### config.mk
export PLATFORM = sky130hd
export DESIGN_NAME = uart_regport
export DESIGN_NICKNAME = d
export VERILOG_FILES = /design/src/rtl/uart_regport_pkg.sv /design/src/rtl/uart_tick_gen.sv /design/src/rtl/uart_tx_engine.sv /design/src/rtl/uart_rx_engine.sv /design/src/rtl/uart_regport.sv
export SDC_FILE = /design/constraint.sdc
export NUM_CORES = 1
export LEC_CHECK = 0
export ABC_AREA = 1
export BUFFER_PORTS_ARGS = -buffer_cell sky130_fd_sc_hd__buf_2
export CAP_MARGIN = 20
export CORE_MARGIN = 4
export CORE_UTILIZATION = 60
export CTS_CLUSTER_DIAMETER = 50
export DETAILED_ROUTE_END_ITERATION = 16
export GPL_TIMING_DRIVEN = 0
export PLACE_DENSITY_LB_ADDON = 0.12
export SYNTH_ARGS = -nofsm -noshare
export SYNTH_HDL_FRONTEND = slang
export SYNTH_HIERARCHICAL = 1
export SYNTH_SLANG_ARGS = --single-unit
### constraint.sdc
create_clock -name clk -period 2.42 [get_ports clk]
set_input_delay 0.242 -clock clk [delete_from_list [all_inputs] [get_ports clk]]
set_output_delay 0.242 -clock clk [all_outputs]
set_load 0.02 [all_outputs]
### src/rtl/uart_regport_pkg.sv
package uart_regport_pkg;
  localparam int unsigned OSR = 16;
  localparam int unsigned DATA_BITS = 8;

  localparam logic [1:0] ADR_STATUS = 2'd0;
  localparam logic [1:0] ADR_DIV    = 2'd1;
  localparam logic [1:0] ADR_TXB    = 2'd2;
  localparam logic [1:0] ADR_RXB    = 2'd3;

  typedef enum logic [1:0] {
    TX_IDLE  = 2'd0,
    TX_START = 2'd1,
    TX_DATA  = 2'd2,
    TX_STOP  = 2'd3
  } tx_state_t;

  typedef enum logic [2:0] {
    RX_IDLE  = 3'd0,
    RX_START = 3'd1,
    RX_DATA  = 3'd2,
    RX_STOP  = 3'd3,
    RX_BREAK = 3'd4
  } rx_state_t;
endpackage

### src/rtl/uart_tick_gen.sv
module uart_tick_gen #(
  parameter int unsigned DIV_W = 16
) (
  input  logic             clk,
  input  logic             rst,
  input  logic [DIV_W-1:0] div,
  output logic             tick
);
  logic [DIV_W-1:0] cnt;

  always_ff @(posedge clk) begin
    if (rst) begin
      cnt  <= '0;
      tick <= 1'b0;
    end else if (cnt == '0) begin
      cnt  <= (div == '0) ? '0 : div - 1'b1;
      tick <= 1'b1;
    end else begin
      cnt  <= cnt - 1'b1;
      tick <= 1'b0;
    end
  end

  // with a steady divider above one, ticks never come back to back
  assert_tick_gap_R3: assert property (@(posedge clk) disable iff (rst)
    (tick && div > 1 && $past(div) == div) |=> !tick);
endmodule

### src/rtl/uart_tx_engine.sv
module uart_tx_engine
  import uart_regport_pkg::*;
#(
  parameter int unsigned NBITS = DATA_BITS,
  parameter int unsigned OVS   = OSR
) (
  input  logic             clk,
  input  logic             rst,
  input  logic             tick,
  input  logic             load,
  input  logic [NBITS-1:0] data,
  output logic             busy,
  output logic             txd
);
  localparam int unsigned CW = $clog2(OVS);
  localparam int unsigned BW = (NBITS > 1) ? $clog2(NBITS) : 1;
  localparam logic [CW-1:0] CNT_LAST = CW'(OVS - 1);
  localparam logic [BW-1:0] BIT_LAST = BW'(NBITS - 1);

  tx_state_t        state;
  logic [CW-1:0]    tcnt;
  logic [BW-1:0]    bitn;
  logic [NBITS-1:0] shreg;

  assign busy = (state != TX_IDLE);

  always_ff @(posedge clk) begin
    if (rst) begin
      state <= TX_IDLE;
      tcnt  <= '0;
      bitn  <= '0;
      shreg <= '0;
      txd   <= 1'b1;
    end else if (state == TX_IDLE) begin
      if (load) begin
        state <= TX_START;
        shreg <= data;
        tcnt  <= '0;
        txd   <= 1'b0;
      end
    end else if (tick) begin
      if (tcnt != CNT_LAST) begin
        tcnt <= tcnt + 1'b1;
      end else begin
        tcnt <= '0;
        unique case (state)
          TX_START: begin
            state <= TX_DATA;
            bitn  <= '0;
            txd   <= shreg[0];
            shreg <= shreg >> 1;
          end
          TX_DATA: begin
            if (bitn == BIT_LAST) begin
              state <= TX_STOP;
              txd   <= 1'b1;
            end else begin
              bitn  <= bitn + 1'b1;
              txd   <= shreg[0];
              shreg <= shreg >> 1;
            end
          end
          default: begin
            state <= TX_IDLE;
            txd   <= 1'b1;
          end
        endcase
      end
    end
  end

  // the line is high whenever no frame is in flight
  assert_idle_high_R4: assert property (@(posedge clk) disable iff (rst)
    !busy |-> txd);
  // a frame always opens with a low start bit
  assert_start_low_R4: assert property (@(posedge clk) disable iff (rst)
    $rose(busy) |-> !txd);
endmodule

### src/rtl/uart_rx_engine.sv
module uart_rx_engine
  import uart_regport_pkg::*;
#(
  parameter int unsigned NBITS = DATA_BITS,
  parameter int unsigned OVS   = OSR
) (
  input  logic             clk,
  input  logic             rst,
  input  logic             tick,
  input  logic             rxd_async,
  output logic [NBITS-1:0] rx_byte,
  output logic             rx_stb
);
  localparam int unsigned CW = $clog2(OVS);
  localparam int unsigned BW = (NBITS > 1) ? $clog2(NBITS) : 1;
  localparam logic [CW-1:0] CNT_LAST = CW'(OVS - 1);
  localparam logic [CW-1:0] CNT_MID  = CW'(OVS / 2 - 1);
  localparam logic [BW-1:0] BIT_LAST = BW'(NBITS - 1);

  logic             sync1, rxs;
  rx_state_t        state;
  logic [CW-1:0]    rcnt;
  logic [BW-1:0]    bitn;
  logic [NBITS-1:0] shreg;

  always_ff @(posedge clk) begin
    if (rst) begin
      sync1 <= 1'b1;
      rxs   <= 1'b1;
    end else begin
      sync1 <= rxd_async;
      rxs   <= sync1;
    end
  end

  always_ff @(posedge clk) begin
    if (rst) begin
      state   <= RX_IDLE;
      rcnt    <= '0;
      bitn    <= '0;
      shreg   <= '0;
      rx_byte <= '0;
      rx_stb  <= 1'b0;
    end else begin
      rx_stb <= 1'b0;
      unique case (state)
        RX_IDLE: begin
          if (!rxs) begin
            state <= RX_START;
            rcnt  <= '0;
          end
        end
        RX_START: begin
          if (tick) begin
            if (rcnt == CNT_MID) begin
              rcnt  <= '0;
              bitn  <= '0;
              state <= rxs ? RX_IDLE : RX_DATA;
            end else begin
              rcnt <= rcnt + 1'b1;
            end
          end
        end
        RX_DATA: begin
          if (tick) begin
            if (rcnt == CNT_LAST) begin
              rcnt  <= '0;
              shreg <= {rxs, shreg[NBITS-1:1]};
              if (bitn == BIT_LAST) state <= RX_STOP;
              else bitn <= bitn + 1'b1;
            end else begin
              rcnt <= rcnt + 1'b1;
            end
          end
        end
        RX_STOP: begin
          if (tick) begin
            if (rcnt == CNT_LAST) begin
              rcnt <= '0;
              if (rxs) begin
                rx_byte <= shreg;
                rx_stb  <= 1'b1;
                state   <= RX_IDLE;
              end else begin
                state <= RX_BREAK;
              end
            end else begin
              rcnt <= rcnt + 1'b1;
            end
          end
        end
        default: begin
          if (rxs) state <= RX_IDLE;
        end
      endcase
    end
  end

  // a byte is only delivered when the sampled stop bit was high
  assert_stop_high_R8: assert property (@(posedge clk) disable iff (rst)
    rx_stb |-> $past(rxs));
  // after a low stop bit no byte leaves until the line has been high
  assert_break_hold_R12: assert property (@(posedge clk) disable iff (rst)
    (state == RX_BREAK) |-> !rx_stb);
endmodule

### src/rtl/uart_regport.sv
module uart_regport
  import uart_regport_pkg::*;
#(
  parameter int unsigned DIV_W     = 16,
  parameter int unsigned DIV_RESET = 27,
  parameter int unsigned DW        = 32
) (
  input  logic          clk,
  input  logic          rst,
  input  logic          bus_cyc_i,
  input  logic          bus_stb_i,
  input  logic          bus_we_i,
  input  logic [1:0]    bus_adr_i,
  input  logic [DW-1:0] bus_dat_i,
  output logic [DW-1:0] bus_dat_o,
  output logic          bus_ack_o,
  output logic          ser_tx_o,
  input  logic          ser_rx_i
);
  localparam int unsigned NB = DATA_BITS;

  logic [DIV_W-1:0] div_q;
  logic [NB-1:0]    tx_hold;
  logic [NB-1:0]    rx_data;
  logic             rx_ready;
  logic             tx_load;
  logic             tx_busy;
  logic             tick;
  logic [NB-1:0]    rx_byte;
  logic             rx_stb;
  logic             tx_busy_any;

  logic acc, wr, rd;
  assign acc = bus_cyc_i && bus_stb_i && !bus_ack_o;
  assign wr  = acc && bus_we_i;
  assign rd  = acc && !bus_we_i;
  assign tx_busy_any = tx_busy || tx_load;

  logic [DW-1:0] rd_mux;
  always_comb begin
    rd_mux = '0;
    unique case (bus_adr_i)
      ADR_STATUS: rd_mux[1:0]       = {rx_ready, tx_busy_any};
      ADR_DIV:    rd_mux[DIV_W-1:0] = div_q;
      ADR_TXB:    rd_mux[NB-1:0]    = tx_hold;
      default:    rd_mux[NB-1:0]    = rx_data;
    endcase
  end

  always_ff @(posedge clk) begin
    if (rst) begin
      bus_ack_o <= 1'b0;
      bus_dat_o <= '0;
      div_q     <= DIV_W'(DIV_RESET);
      tx_hold   <= '0;
      tx_load   <= 1'b0;
      rx_data   <= '0;
      rx_ready  <= 1'b0;
    end else begin
      bus_ack_o <= acc;
      tx_load   <= 1'b0;
      if (rd) bus_dat_o <= rd_mux;
      if (wr && bus_adr_i == ADR_DIV) div_q <= bus_dat_i[DIV_W-1:0];
      if (wr && bus_adr_i == ADR_TXB && !tx_busy_any) begin
        tx_hold <= bus_dat_i[NB-1:0];
        tx_load <= 1'b1;
      end
      if (rx_stb) begin
        rx_data  <= rx_byte;
        rx_ready <= 1'b1;
      end else if (rd && bus_adr_i == ADR_RXB) begin
        rx_ready <= 1'b0;
      end
    end
  end

  uart_tick_gen #(.DIV_W(DIV_W)) u_tick (
    .clk(clk), .rst(rst), .div(div_q), .tick(tick)
  );

  uart_tx_engine #(.NBITS(NB), .OVS(OSR)) u_tx (
    .clk(clk), .rst(rst), .tick(tick), .load(tx_load),
    .data(tx_hold), .busy(tx_busy), .txd(ser_tx_o)
  );

  uart_rx_engine #(.NBITS(NB), .OVS(OSR)) u_rx (
    .clk(clk), .rst(rst), .tick(tick), .rxd_async(ser_rx_i),
    .rx_byte(rx_byte), .rx_stb(rx_stb)
  );

  // an acknowledge only follows a cycle with cycle and strobe high
  assert_ack_follows_R2: assert property (@(posedge clk) disable iff (rst)
    bus_ack_o |-> $past(bus_cyc_i && bus_stb_i));
  // byte-wide words carry zeros in their upper bits
  assert_upper_zero_R2: assert property (@(posedge clk) disable iff (rst)
    (bus_ack_o && $past(!bus_we_i) && $past(bus_adr_i) >= ADR_TXB)
      |-> bus_dat_o[DW-1:NB] == '0);
  // a transmit write made while busy leaves the held byte alone
  assert_busy_write_R6: assert property (@(posedge clk) disable iff (rst)
    (wr && bus_adr_i == ADR_TXB && tx_busy) |=> $stable(tx_hold));
  // a bus write never alters the received byte
  assert_rx_wr_R10: assert property (@(posedge clk) disable iff (rst)
    (wr && bus_adr_i == ADR_RXB && !rx_stb) |=> $stable(rx_data));
endmodule

# Yosys cells after proc, flatten, opt, wreduce, memory -nomap -nowiden
# Cells that the tools add are included.
[classes]
mux = 58
n_eq_ne = 28
n_addsub = 6
reduce_logical = 37
bitwise = 5
[ops]
columns = ["op", "n"]
rows = [
  ["two-way mux 3 bit", 16],
  ["two-way mux 8 bit", 6],
  ["two-way mux 4 bit", 9],
  ["logical NOT 16 bit", 2],
  ["two-way mux 16 bit", 2],
  ["subtractor 16 x 1 -> 16 bit (second input constant)", 2],
  ["case mux 6 bit (3 select lines)", 1],
  ["case mux 8 bit (2 select lines)", 1],
  ["inequality test 2 bit (second input constant)", 7],
  ["two-way mux 2 bit", 6],
  ["inequality test 2 x 1 -> 1 bit (second input constant)", 6],
  ["case mux 3 bit (2 select lines)", 2],
  ["case mux 3 bit (4 select lines)", 1],
  ["case mux 4 bit (3 select lines)", 1],
  ["AND reduction 4 bit", 3],
  ["two-way mux 1 bit", 10],
  ["AND reduction 5 bit", 2],
  ["nonzero test 2 bit", 5],
  ["AND reduction 9 bit", 1],
  ["adder 4 x 1 -> 4 bit (second input constant)", 2],
  ["logical AND 1 bit", 8],
  ["adder 3 x 1 -> 3 bit (second input constant)", 2],
  ["equality test 2 bit (second input constant)", 3],
  ["equality test 3 x 2 -> 1 bit (second input constant)", 2],
  ["other kinds (23)", 34],
]
[totals]
register_bits = 115
word_cells = 156
input_bits = 40

# Depth between registers and ports, before layout
# Gate-level depths: netlist of run 1.
[logic_depth]
ltp_word = 6
depth_mapped = 11
ltp_nobuf = 11

# Modules after synthesis
# The synthesis of run 1 kept the hierarchy.
[by_module_without_submodules]
columns = ["mod", "seq_area_each_um2", "instances", "cells_per_inst", "area_per_inst_um2"]
rows = [
  ["uart_regport", 1021.0, 1, 323, 2245.9],
  ["uart_tick_gen", 340.3, 1, 266, 1517.7],
  ["uart_rx_engine", 580.6, 1, 190, 1361.3],
  ["uart_tx_engine", 360.3, 1, 163, 1126.1],
]

# Least setup slack after synthesis of run 1
# OpenSTA, ideal clock, no wires.
[synth_path]
path_type = "flip-flop to flip-flop"
from = "register div_q[0]"
to = "register u_tick.cnt[7]"
required_time_ns = 2.282
stages_incl_launch_ff = 11
t_arrival_ns = 1.377
path_buffers = 1
path_slack_ns = 0.904
setup_time_ns = 0.138
period_less_slack_ns = 1.516
cell_sequence = "dfxtp_1 inv_1 ha_1 nand2_1 nor2_1 nand2_1 nor2_1 nor2_4 buf_6 nand2_1 a21oi_1"
[synth_via]
elab_chain_cells = 3
[synth_lines]
columns = ["item", "line_no", "rtl"]
rows = [
  ["from (decl)", "uart_regport.sv:22", "logic [DIV_W-1:0] div_q;"],
  ["from (signal assigned)", "uart_regport.sv:54", "div_q <= DIV_W'(DIV_RESET);"],
  ["from (signal assigned)", "uart_regport.sv:63", "if (wr && bus_adr_i == ADR_DIV) div_q <= bus_dat_i[DIV_W-1:0];"],
  ["subtractor 16 x 1 -> 16 bit / logical NOT 16 bit (equally long branches)", "uart_tick_gen.sv:16", "cnt <= (div == '0) ? '0 : div - 1'b1;"],
  ["two-way mux 16 bit (*)", "uart_tick_gen.sv:16", ""],
  ["two-way mux 16 bit (*)", "uart_tick_gen.sv:15", "end else if (cnt == '0) begin"],
  ["to (signal assigned)", "uart_tick_gen.sv:16", ""],
  ["to (signal assigned)", "uart_tick_gen.sv:19", "cnt <= cnt - 1'b1;"],
  ["to (decl)", "uart_tick_gen.sv:9", "logic [DIV_W-1:0] cnt;"],
]
# Mark *: on every way between the ends. The rest lies on a longest branch, timed or not.
# A chain may end at the register's enable or synchronous reset.

# Final worst setup path of run 1
[layout_path]
from = "register u_tx.state[0]"
to = "register tx_hold[5]"
[layout_via]
elab_chain_cells = 4
[layout_lines]
columns = ["item", "line_no", "rtl"]
rows = [
  ["from (decl)", "uart_tx_engine.sv:20", "tx_state_t state;"],
  ["from (signal assigned)", "uart_tx_engine.sv:29", "state <= TX_IDLE;"],
  ["from (signal assigned)", "uart_tx_engine.sv:36", "state <= TX_START;"],
  ["from (signal assigned)", "uart_tx_engine.sv:48", "state <= TX_DATA;"],
  ["nonzero test 2 bit", "uart_tx_engine.sv:25", "assign busy = (state != TX_IDLE);"],
  ["via tx_busy", "uart_regport.sv:27", "logic tx_busy;"],
  ["logical OR 1 bit", "uart_regport.sv:37", "assign tx_busy_any = tx_busy || tx_load;"],
  ["logical NOT 1 bit", "uart_regport.sv:64", "if (wr && bus_adr_i == ADR_TXB && !tx_busy_any) begin"],
  ["logical AND 1 bit", "uart_regport.sv:64", ""],
  ["to (signal assigned)", "uart_regport.sv:65", "tx_hold <= bus_dat_i[NB-1:0];"],
  ["to (decl)", "uart_regport.sv:23", "logic [NB-1:0] tx_hold;"],
]
# The timed path passes the listed nets, and every way through them passes these cells.

==> reports/qor.csv, run 1 <==
stage,metric,value,unit
grt,grt_pass1_wl,23380,um
clock_tree,ctsResizeCount,0,
yosys,yosys.area.top_type_share,36.83,%
clock_tree,h-tree-depth,4,
finish,design_area,7300,um2
timing,drv_slew,0,
finish,multiInputGateArea,3303,um2
timing,max-slew-margin-rel,62.52,%
finish,num_antenna_cells,0,
timing,fin_crit_sh,72.66,%
drt,drt_iter0_markers,414,
worst_setup_path,slowest_stage,dfxtp_1,
worst_setup_path,arrival,2.20,ns
timing,setup_viol,0,
worst_setup_path,path_max_fanout,10,
timing,fmax,568.7,MHz
timing,tightestPinTransition,0.5622,ns
floorplanning,io_pins,74,
clock_tree,cts_tree,yes,
finish,nets,1076,
clock_tree,postCtsSetupBuffers,0,
finish,drive_above_1_share,17.08,%
flow_run,cap_violations,0,
clock_tree,cts.clk_slew.worst_paths,0.06,ns
pwr,peakVddDrop,0.9204,mV
pwr,leakagePower,3.517,nW
placed_design,dpl.hpwl,10120,um
yosys,ys_dominant_reg_cell,dfxtp_1,
finish,fill_cells,865,
clock_tree,cts_buffer_depth,2,
timing,finalSetupTns,0,ns
pwr,p_per_area,855.8,nW/um2
yosys,synth_cell_type_count,40,
worst_setup_path,crit_path_start_kind,flop,
grt,grt_max_degree,17,
grt,first_global_vias,5396,
worst_hold_path,worstHoldPathType,in2reg,
floorplanning,rows,36,
yosys,async_flop_share,0,%
floorplanning,fp.dieW,110.1,um
drt,drt_pass1_iterations,5,
floorplanning,core-area,9955,um2
yosys,syn_area,6251,um2
yosys,synth_edf_count,0,
timing,finalClockSkew,0.009662,ns
clock_tree,cts_buffers,17,
yosys,ys_ff_latch,115,
drt,via_per_inst,5.029,
yosys,ys.warnings.count,6,
grt,overflow,0,
worst_setup_path,max_stage_delay,0.39,ns
yosys,synth_top_area_cell,dfxtp_1,
worst_setup_path,worstPathCellList,inv_1 -> ha_1 -> inv_2 -> inv_1 -> nand2_1 -> nor2_2 -> nand2_2 -> buf_2 -> nor2_1 -> nor2_1,
clock_tree,clock-sinks,115,
grt,grt_usage,24.28,%
clock_tree,clock_latency,0.51,ns
yosys,synth_area_leaders,"dfxtp_1, nand2_1, nor2_1, inv_1, nand3_1",
floorplanning,die_h,110.1,um
yosys,synthTopCellsByCount,"nand2_1, nor2_1, dfxtp_1",
worst_setup_path,critPathKind,reg2reg,
placed_design,placed_area,6679,um2
yosys,synth.yosys.seq_area_share,36.83,%
grt,antenna_found_initial,0,
drt,drt_wl_total,14050,um
placed_design,port_buffers,41,
clock_tree,cts_root_buffer,clkbuf_8,
worst_setup_path,crit_path_end_kind,flop,
timing,period_minus_slack,1.758,ns
floorplanning,die_area,12120,um2
drt,route.detailed.drc,0,
drt,vias,5879,
finish,regArea,2302,um2
yosys,avgSynthCellArea,6.636,um2
finish,area_delta_synth_final,16.77,%
timing,rsz0062_at_grt,no,
floorplanning,start_util,62.80,%
clock_tree,hold_buffers,5,
placed_design,gp_congestion,0.9366,
drt,wl_per_cell,12.02,um
yosys,synthCells,942,
status,status,completed,
worst_setup_path,worstPathRequired,2.86,ns
timing,hold_violations,0,
drt,drt.antenna.violating_nets,0,
[metrics by stage]
stage | util [%] | std cells | total power, W | hold slack, ns | worst slack, ns
6_report | 73.33 | 1169 | 0.006247 | 0.02312 | 0.6617
5_1_grt | 73.33 | 1169 | 0.006656 | 0.03740 | 0.5248
4_1_cts | 73.23 | 1168 | 0.006276 | 0.002840 | 0.6729
3_5_place_dp | 67.09 | 1131 | 0.003944 | 0.3971 | 0.6996
3_3_place_gp | 67.09 | 1131 | 0.003912 | 0.3939 | 0.7029
2_1_floorplan | - | 957 | 0.003612 | 0.3111 | 0.9044
[registers in the layout (all words and copies together) (netlist names), 2 cells and up]
register and cells:
bus_dat_o 16, u_tick/cnt 16, u_tx/tcnt 4, tx_hold 8, u_rx/bitn 3, u_tx/shreg 8, u_tx/bitn 3, u_rx/state 3
u_rx/shreg 8, rx_data 8, u_rx/rx_byte 8, u_rx/rcnt 4, div_q 16, u_tx/state 2
[metal layers]
layer / share of wire, % / GRT usage (%) / wire, um / vias to the layer above
met4: 2.4 / 9.884 / 332 / 0
met2: 49 / 41.98 / 6891 / 150
li1: - / - / - / 3090
met3: 5.0 / 5.183 / 707 / 27
met5: 0 / 0 / 0 / -
met1: 44 / 29.19 / 6117 / 2612
[worst max-delay path: cells and delay by family (launching register included)]
family	cells	cell delay [ns]
AND/OR/NAND/NOR	5	0.55
buffers and inverters	4	0.51
flip-flops	1	0.39
adder cells (fa/ha/maj)	1	0.23
[layout by cell type, fill, tap and decap left out, types with 4 or more instances in the layout]
| cell | synthesis | layout |
|---|---|---|
| nor2_1 | 217 | 217 |
| nand2_1 | 217 | 217 |
| dfxtp_1 | 115 | 115 |
| inv_1 | 92 | 92 |
| nand3_1 | 58 | 58 |
| buf_2 | 6 | 47 |
| a21oi_1 | 36 | 36 |
| o21ai_0 | 35 | 35 |
| nand4_1 | 20 | 20 |
| buf_4 | 19 | 19 |
| conb_1 | 1 | 16 |
| clkbuf_16 | 0 | 16 |
| nor2_2 | 15 | 15 |
| inv_2 | 14 | 14 |
| ha_1 | 13 | 13 |
| nand3_2 | 9 | 9 |
| nand2_2 | 8 | 8 |
| xor2_1 | 8 | 8 |
| nand2_4 | 7 | 7 |
| clkbuf_1 | 6 | 6 |
| o211ai_1 | 6 | 6 |
| buf_6 | 6 | 6 |
| inv_6 | 0 | 6 |
| dlygate4sd3_1 | 0 | 6 |
| a21oi_2 | 6 | 6 |
| clkbuf_8 | 0 | 5 |
| clkinvlp_4 | 0 | 4 |
[power by group]
part           total [W]  switching, W  leakage (nW)  internal [W]
sequential       0.00217      0.000130         0.932       0.00204
combinational    0.00178       0.00114          2.32      0.000640
clock            0.00230      0.000917         0.265       0.00139
[path summary, 6_finish.rpt]
kind | startpoint | to | slack (ns) | cells past startpoint
hold / removal | bus_dat_i[6] | tx_hold[6] | 0.02 | 3
hold reg to reg | u_rx/sync1 | u_rx/rxs | 0.41 | 1
setup reg to reg | u_tx/state[0] | tx_hold[5] | 0.66 | 10
setup / recovery | u_tx/state[0] | tx_hold[5] | 0.66 | 10
[logic make-up after synthesis]
kind of cell,after synthesis,synth area share (%)
simple gates,564,39.83
compound gates,90,8.046
other cells,1,0.05999
buf+inv,149,11.23
flops,115,36.83
fa+ha+maj,13,2.602
xor+xnor,10,1.401
[cell type report]
class / instances / share of cell area (%)
multi-input combinational: 693 / 45.25
sequential: 115 / 31.54
clock buffer: 21 / 6.428
inverter: 110 / 5.914
buffer: 39 / 3.702
timing repair buffer: 47 / 3.634
tap: 133 / 2.280
clock inverter: 11 / 1.251
Note: power is estimated with default switching activity, not from simulation.
==> run 2, diff against run 1 <==
CORE_UTILIZATION = 53   (was 60)
clock period = 1.4 ns   (was 2.42 ns; I/O delays follow)
==> reports/qor.csv, run 2 (synthesis results as in run 1) <==
stage,metric,value,unit,change
status,status,"finished, violations left",,
status,violations,setup timing,,
flow_run,cap_violations,0,,unchanged
placed_design,placed_area,6718,um2,+0.58%
timing,setup_viol,27,,+27
worst_hold_path,worstHoldEndpoint,tx_hold[7],,
timing,fin_crit_sh,103.3,%,+31 points
finish,drive_above_1_share,31.53,%,+14 points
pwr,finalPower,0.01199,W,+92%
floorplanning,fp.dieW,116.6,um,+5.9%
floorplanning,io_pins,74,,unchanged
drt,drt_pass1_iterations,6,,+1
placed_design,dp.cells,1141,,+0.88%
worst_hold_path,min_from,bus_dat_i[7],,
clock_tree,h-tree-depth,4,,unchanged
worst_setup_path,worstPathRequired,1.69,ns,-1.17 ns
worst_setup_path,crit_path_start_kind,flop,,
clock_tree,cts_buffers,17,,unchanged
timing,period_minus_slack,1.447,ns,-0.3114 ns
drt,via_per_inst,5.046,,+0.34%
clock_tree,clock-sinks,115,,unchanged
floorplanning,start_util,54.51,%,-8.3 points
timing,fmax,691.2,MHz,+22%
drt,drt.antenna.violating_nets,0,,unchanged
pwr,p_per_area,1435,nW/um2,+68%
finish,fin_util,72.85,%,-0.48 points
drt,route.detailed.drc,0,,unchanged
clock_tree,cts_tree,yes,,
drt,wl_per_cell,13.17,um,+9.6%
pwr,p_sw,0.004380,W,+100%
worst_hold_path,worstHoldPathType,in2reg,,
finish,top_regs,"bus_dat_o x16, div_q x16, u_tick/cnt x16",,
drt,drt_iter0_markers,494,,+19%
timing,drv_slew,0,,unchanged
drt,drt_wl_total,16050,um,+14%
grt,first_global_vias,5536,,+2.6%
floorplanning,die_area,13600,um2,+12%
finish,num_antenna_cells,0,,unchanged
pwr,power.share.clock,34.9,%,-2.0 points
placed_design,dp_slack,-0.2093,ns,-0.9089 ns
timing,tightestPinTransition,0.5893,ns,+0.02707 ns
placed_design,dpl.hpwl,10220,um,+1.0%
finish,nets,1115,,+3.6%
floorplanning,rows,39,,+8.3%
timing,hold_violations,0,,unchanged
placed_design,gp_congestion,0.8924,,-4.7%
finish,final_common_cell,nand2_1,,
worst_setup_path,arrival,1.74,ns,-0.46 ns
grt,grt_usage,22.49,%,-1.8 points
pwr,peakVddDrop,1.488,mV,+62%
finish,fin_cells,1218,,+4.2%
worst_setup_path,path_max_fanout,6,,-4
timing,rsz0062_at_grt,yes,,
placed_design,port_buffers,41,,unchanged
grt,grt_pass1_wl,24540,um,+4.9%
grt,antenna_found_initial,0,,unchanged
worst_setup_path,critPathKind,reg2reg,,
worst_setup_path,timing.rr.start,u_tx/state[1],,
clock_tree,cts_root_buffer,clkbuf_16,,
worst_setup_path,crit_path_end_kind,flop,,
clock_tree,clock_latency,0.41,ns,-0.10 ns
floorplanning,die_h,116.6,um,+5.9%
timing,worst_slack,-0.04686,ns,-0.7086 ns
drt,vias,6146,,+4.5%
worst_setup_path,reg2reg_slack,-0.05,ns,-0.71 ns
pwr,power_frac_seq,32.0,%,-2.7 points
worst_hold_path,hold_depth,3,,unchanged
worst_setup_path,r2r_cells,9,,-1
finish,area_delta_synth_final,33.65,%,
pwr,swShare,36.53,%,+1.6 points
timing,max-slew-margin-rel,60.72,%,-1.8 points
finish,design_area,8354,um2,+14%
grt,grt_max_degree,17,,unchanged
grt,overflow,0,,unchanged
timing,finalClockSkew,0.008849,ns,-0.0008133 ns
floorplanning,core-area,11470,um2,+15%
pwr,comb_power_share,33.0,%,+4.5 points
clock_tree,cts.clk_slew.worst_paths,0.06,ns,about the same
clock_tree,cts_buffer_depth,2,,unchanged
worst_setup_path,r2r_end,u_tx/shreg[3],,
pwr,p_int,0.007609,W,+87%
pwr,leakagePower,3.800,nW,+8.0%
worst_setup_path,crit_start,u_tx/state[1],,
finish,final_cell_mix,"nand2_1, nor2_1, dfxtp_1",,
finish,fill_cells,922,,+6.6%
[run 2: cell count changes in the layout (fill, tap and decap cells not counted), sizes merged]
cell | previous run | this run
clkinv | 4 | 6
buf | 74 | 110
clkbuf | 27 | 26
clkinvlp | 4 | 1
nand3 | 67 | 68
dlygate4sd3 | 6 | 5
nor2 | 236 | 237
bufinv | 1 | 2
inv | 112 | 115
[run 2: worst max-delay path by stage]
stage / to / slack [ns] / cells after the start
2_1_floorplan: u_tick/cnt[7] / 0.03 / 10
3_3_place_gp: tx_hold[1] / -0.20 / 11
3_5_place_dp: tx_hold[1] / -0.21 / 11
4_1_cts: u_tick/cnt[7] / -0.03 / 9
5_1_grt: u_tick/cnt[10] / -0.20 / 8
6_report: u_tx/shreg[3] / -0.05 / 9
[run 2: timing repair]
item	in CTS	in global routing
gates resized for setup	59	138
hold endpoints to repair	6	0
setup endpoints to repair	52	82
cloned	3	6
hold buffers	5	0
pin swaps	17	49
setup buffers	13	18
[run 2: area by class of cell]
| cell class | count | area [um2] | area share [%] |
|---|---|---|---|
| inverter | 110 | 449.2 | 5.377 |
| sequential | 115 | 2332 | 27.92 |
| timing repair buffer | 84 | 614.3 | 7.354 |
| clock buffer | 18 | 429.2 | 5.137 |
| buffer | 39 | 295.3 | 3.535 |
| clock inverter | 14 | 140.1 | 1.677 |
| multi-input combinational | 695 | 3915 | 46.86 |
| tap | 143 | 178.9 | 2.142 |
[run 2: routing by layer]
layer	wire [um]	track usage [%]
met5	0	0
met4	418	7.339
met3	626	4.767
met2	8397	40.12
met1	6603	26.92
[run 2: worst max-delay path: stages (launching register included)]
cell	delay, ns
dfxtp_2	0.34
inv_2	0.08
ha_4	0.21
buf_12	0.16
nand2_8	0.06
nand2_8	0.10
buf_6	0.13
nand4_1	0.10
nand2_1	0.10
nor2_1	0.06
[run 2: power groups by stage]
stage               combinational [W]  clock (W)  sequential, W
floorplan                     0.00247          0        0.00377
global placement              0.00299          0        0.00380
detailed placement            0.00302          0        0.00380
CTS                           0.00326    0.00425        0.00375
global route                  0.00442    0.00439        0.00387
finish                        0.00396    0.00419        0.00384
[run 2: metrics by stage]
stage          TNS [ns]  hold WS [ns]
3_5_place_dp     -6.807        0.3275
4_1_cts         -0.2063      0.005727
6_report        -0.6206       0.02406
5_1_grt          -4.382      0.005130
3_3_place_gp     -6.799        0.3234
2_1_floorplan         0        0.2091
==> run 3, diff against run 2 <==
CORE_UTILIZATION = 55   (was 53)
CTS_BUF_LIST = sky130_fd_sc_hd__clkbuf_4 sky130_fd_sc_hd__clkbuf_8   (was not set)
CTS_CLUSTER_DIAMETER = 150   (was 50)
==> reports/qor.csv, run 3 (synthesis results as in run 1) <==
stage,metric,value,unit,change
placed_design,gp_congestion,0.9321,,+4.4%
pwr,peakVddDrop,1.443,mV,-3.0%
worst_setup_path,crit_path_end_kind,flop,,
finish,fin_cells,1224,,+0.49%
pwr,power_frac_seq,36.1,%,+4.1 points
placed_design,port_buffers,41,,unchanged
finish,drive_above_1_share,30.07,%,-1.5 points
timing,rsz0062_at_grt,yes,,
worst_setup_path,r2r_cells,8,,-1
clock_tree,h-tree-depth,4,,unchanged
worst_setup_path,reg2reg_slack,-0.06,ns,about the same
finish,regArea,2344,um2,+0.48%
finish,multiInputGateArea,3785,um2,-3.3%
grt,grt_usage,23.65,%,+1.2 points
grt,grt_pass1_wl,25050,um,+2.1%
placed_design,placed_area,6714,um2,about the same
pwr,swShare,37.57,%,+1.0 points
timing,setup_viol,11,,-59%
grt,first_global_vias,5693,,+2.8%
grt,antenna_found_initial,0,,unchanged
floorplanning,io_pins,74,,unchanged
pwr,p_int,0.006585,W,-13%
clock_tree,cts_tree,yes,,
grt,overflow,0,,unchanged
clock_tree,clock-sinks,115,,unchanged
worst_setup_path,crit_start,u_tick/cnt[11],,
pwr,p_sw,0.003963,W,-9.5%
finish,nets,1124,,+0.81%
pwr,comb_power_share,35.4,%,+2.4 points
pwr,p_per_area,1291,nW/um2,-10%
drt,via_per_inst,5.055,,+0.17%
floorplanning,rows,38,,-2.6%
timing,fin_crit_sh,104.1,%,+0.79 points
clock_tree,cts_buffer_depth,2,,unchanged
drt,drt_iter0_markers,370,,-25%
timing,drv_slew,0,,unchanged
worst_setup_path,worstPathRequired,1.76,ns,+0.07 ns
worst_setup_path,critPathKind,reg2reg,,
finish,area_delta_synth_final,30.70,%,
floorplanning,die_h,114.6,um,-1.7%
clock_tree,cts.clk_slew.worst_paths,0.07,ns,about the same
worst_setup_path,crit_path_start_kind,flop,,
timing,fin_hold_ws,0.007342,ns,-0.01672 ns
timing,worst_slack,-0.05786,ns,-0.01100 ns
timing,max-slew-margin-rel,64.10,%,+3.4 points
floorplanning,start_util,56.92,%,+2.4 points
drt,route.detailed.drc,0,,unchanged
worst_setup_path,arrival,1.82,ns,+0.08 ns
drt,drt.antenna.violating_nets,0,,unchanged
drt,vias,6187,,+0.67%
drt,drt_pass1_iterations,8,,+2
status,violations,setup timing,,
clock_tree,cts_root_buffer,clkbuf_8,,
grt,grt_max_degree,17,,unchanged
timing,tightestPinTransition,0.5385,ns,-0.05079 ns
worst_setup_path,endpoint,u_tick/cnt[0],,
timing,finalClockSkew,0.009777,ns,+0.0009281 ns
flow_run,cap_violations,0,,unchanged
finish,fill_cells,885,,-4.0%
placed_design,dp.cells,1138,,-0.26%
finish,final_cell_mix,"nand2_1, nor2_1, dfxtp_1",,
finish,design_area,8170,um2,-2.2%
floorplanning,fp.dieW,114.6,um,-1.7%
drt,drt_wl_total,15930,um,-0.70%
pwr,power.share.clock,28.5,%,-6.4 points
worst_hold_path,worstHoldPathType,in2reg,,
timing,period_minus_slack,1.458,ns,+0.01100 ns
clock_tree,cts_buffers,17,,unchanged
timing,fmax,685.9,MHz,-0.75%
timing,hold_violations,0,,unchanged
worst_setup_path,timing.rr.start,u_tick/cnt[11],,
placed_design,dpl.hpwl,10200,um,-0.12%
floorplanning,die_area,13140,um2,-3.4%
finish,top_regs,"bus_dat_o x16, div_q x16, u_tick/cnt x16",,
finish,num_antenna_cells,0,,unchanged
pwr,leakagePower,3.782,nW,-0.47%
drt,wl_per_cell,13.02,um,-1.2%
status,status,"finished, violations left",,
floorplanning,core-area,10980,um2,-4.2%
worst_setup_path,r2r_end,u_tick/cnt[0],,
clock_tree,clock_latency,0.44,ns,+0.03 ns
worst_setup_path,path_max_fanout,6,,unchanged
run 3: cell types whose count changed in the layout (fill, tap and decap cells not counted), sizes merged:
cell         before  now
buf             110  108
clkbuf           26   30
clkinv            6    9
clkinvlp          1    3
dlygate4sd3       5   16
inv             115  107
nand3            68   67
run 3: timing repair:
| item | in CTS | in global routing |
|---|---|---|
| buffers inserted | 19 | 13 |
| gates resized for setup | 54 | 126 |
| pin swaps | 20 | 45 |
| endpoints found under the setup margin | 54 | 76 |
| hold buffers | 16 | 0 |
| cloned | 3 | 3 |
| hold endpoints to repair | 21 | 0 |
run 3: worst min path at each step:
| stage | start | to | depth (start not counted) |
|---|---|---|---|
| after floorplan | rst | bus_dat_o[0] | 1 |
| after detailed placement | ser_rx_i | u_rx/sync1 | 2 |
| after global placement | ser_rx_i | u_rx/sync1 | 2 |
| after CTS | bus_dat_i[8] | div_q[8] | 5 |
| after global routing | bus_dat_i[8] | div_q[8] | 5 |
| final | bus_dat_i[8] | div_q[8] | 5 |
run 3: cell type report:
cell class,instances,share of cell area (%)
Buffer,39,3.691
Clock buffer,21,3.538
Clock inverter,11,1.256
Inverter,110,5.528
Multi-Input combinational cell,694,46.32
Sequential cell,115,28.68
Tap cell,140,2.144
Timing Repair Buffer,94,8.836
run 3: power groups by stage:
stage	Sequential [W]	Clock (W)	Combinational, W
CTS	0.00375	0.00306	0.00329
global route	0.00384	0.00321	0.00420
detailed placement	0.00380	0	0.00302
finish	0.00381	0.00301	0.00373
floorplan	0.00377	0	0.00247
global placement	0.00380	0	0.00297
run 3: stage by stage:
| stage | worst slack [ns] | utilization (%) | setup TNS, ns | total power, W |
|---|---|---|---|---|
| floorplan | 0.02757 | - | 0 | 0.006246 |
| global placement | -0.2252 | 61.13 | -7.512 | 0.006777 |
| detailed placement | -0.2224 | 61.13 | -7.871 | 0.006820 |
| CTS | -0.05834 | 69.18 | -0.2641 | 0.01009 |
| global route | -0.1514 | 74.39 | -2.627 | 0.01126 |
| finish | -0.05786 | 74.39 | -0.2955 | 0.01055 |
run 3: per-layer routing:
metal  vias to the layer above  GRT usage (%)  routed length [um]
met4                         0          11.08                 378
li1                       3198              -                   -
met1                      2788          27.95                6743
met3                        35          4.915                 706
met5                         -              0                   0
met2                       166          40.78                8105
run 3: worst max-delay path, stage by stage (launching register included):
cell and delay (ns):
dfxtp_1 0.33, nor2_2 0.19, nand2_2 0.10, nor2_2 0.12, nand2_2 0.09, nor2_4 0.19
buf_6 0.18, nand2_2 0.07, a21oi_2 0.12
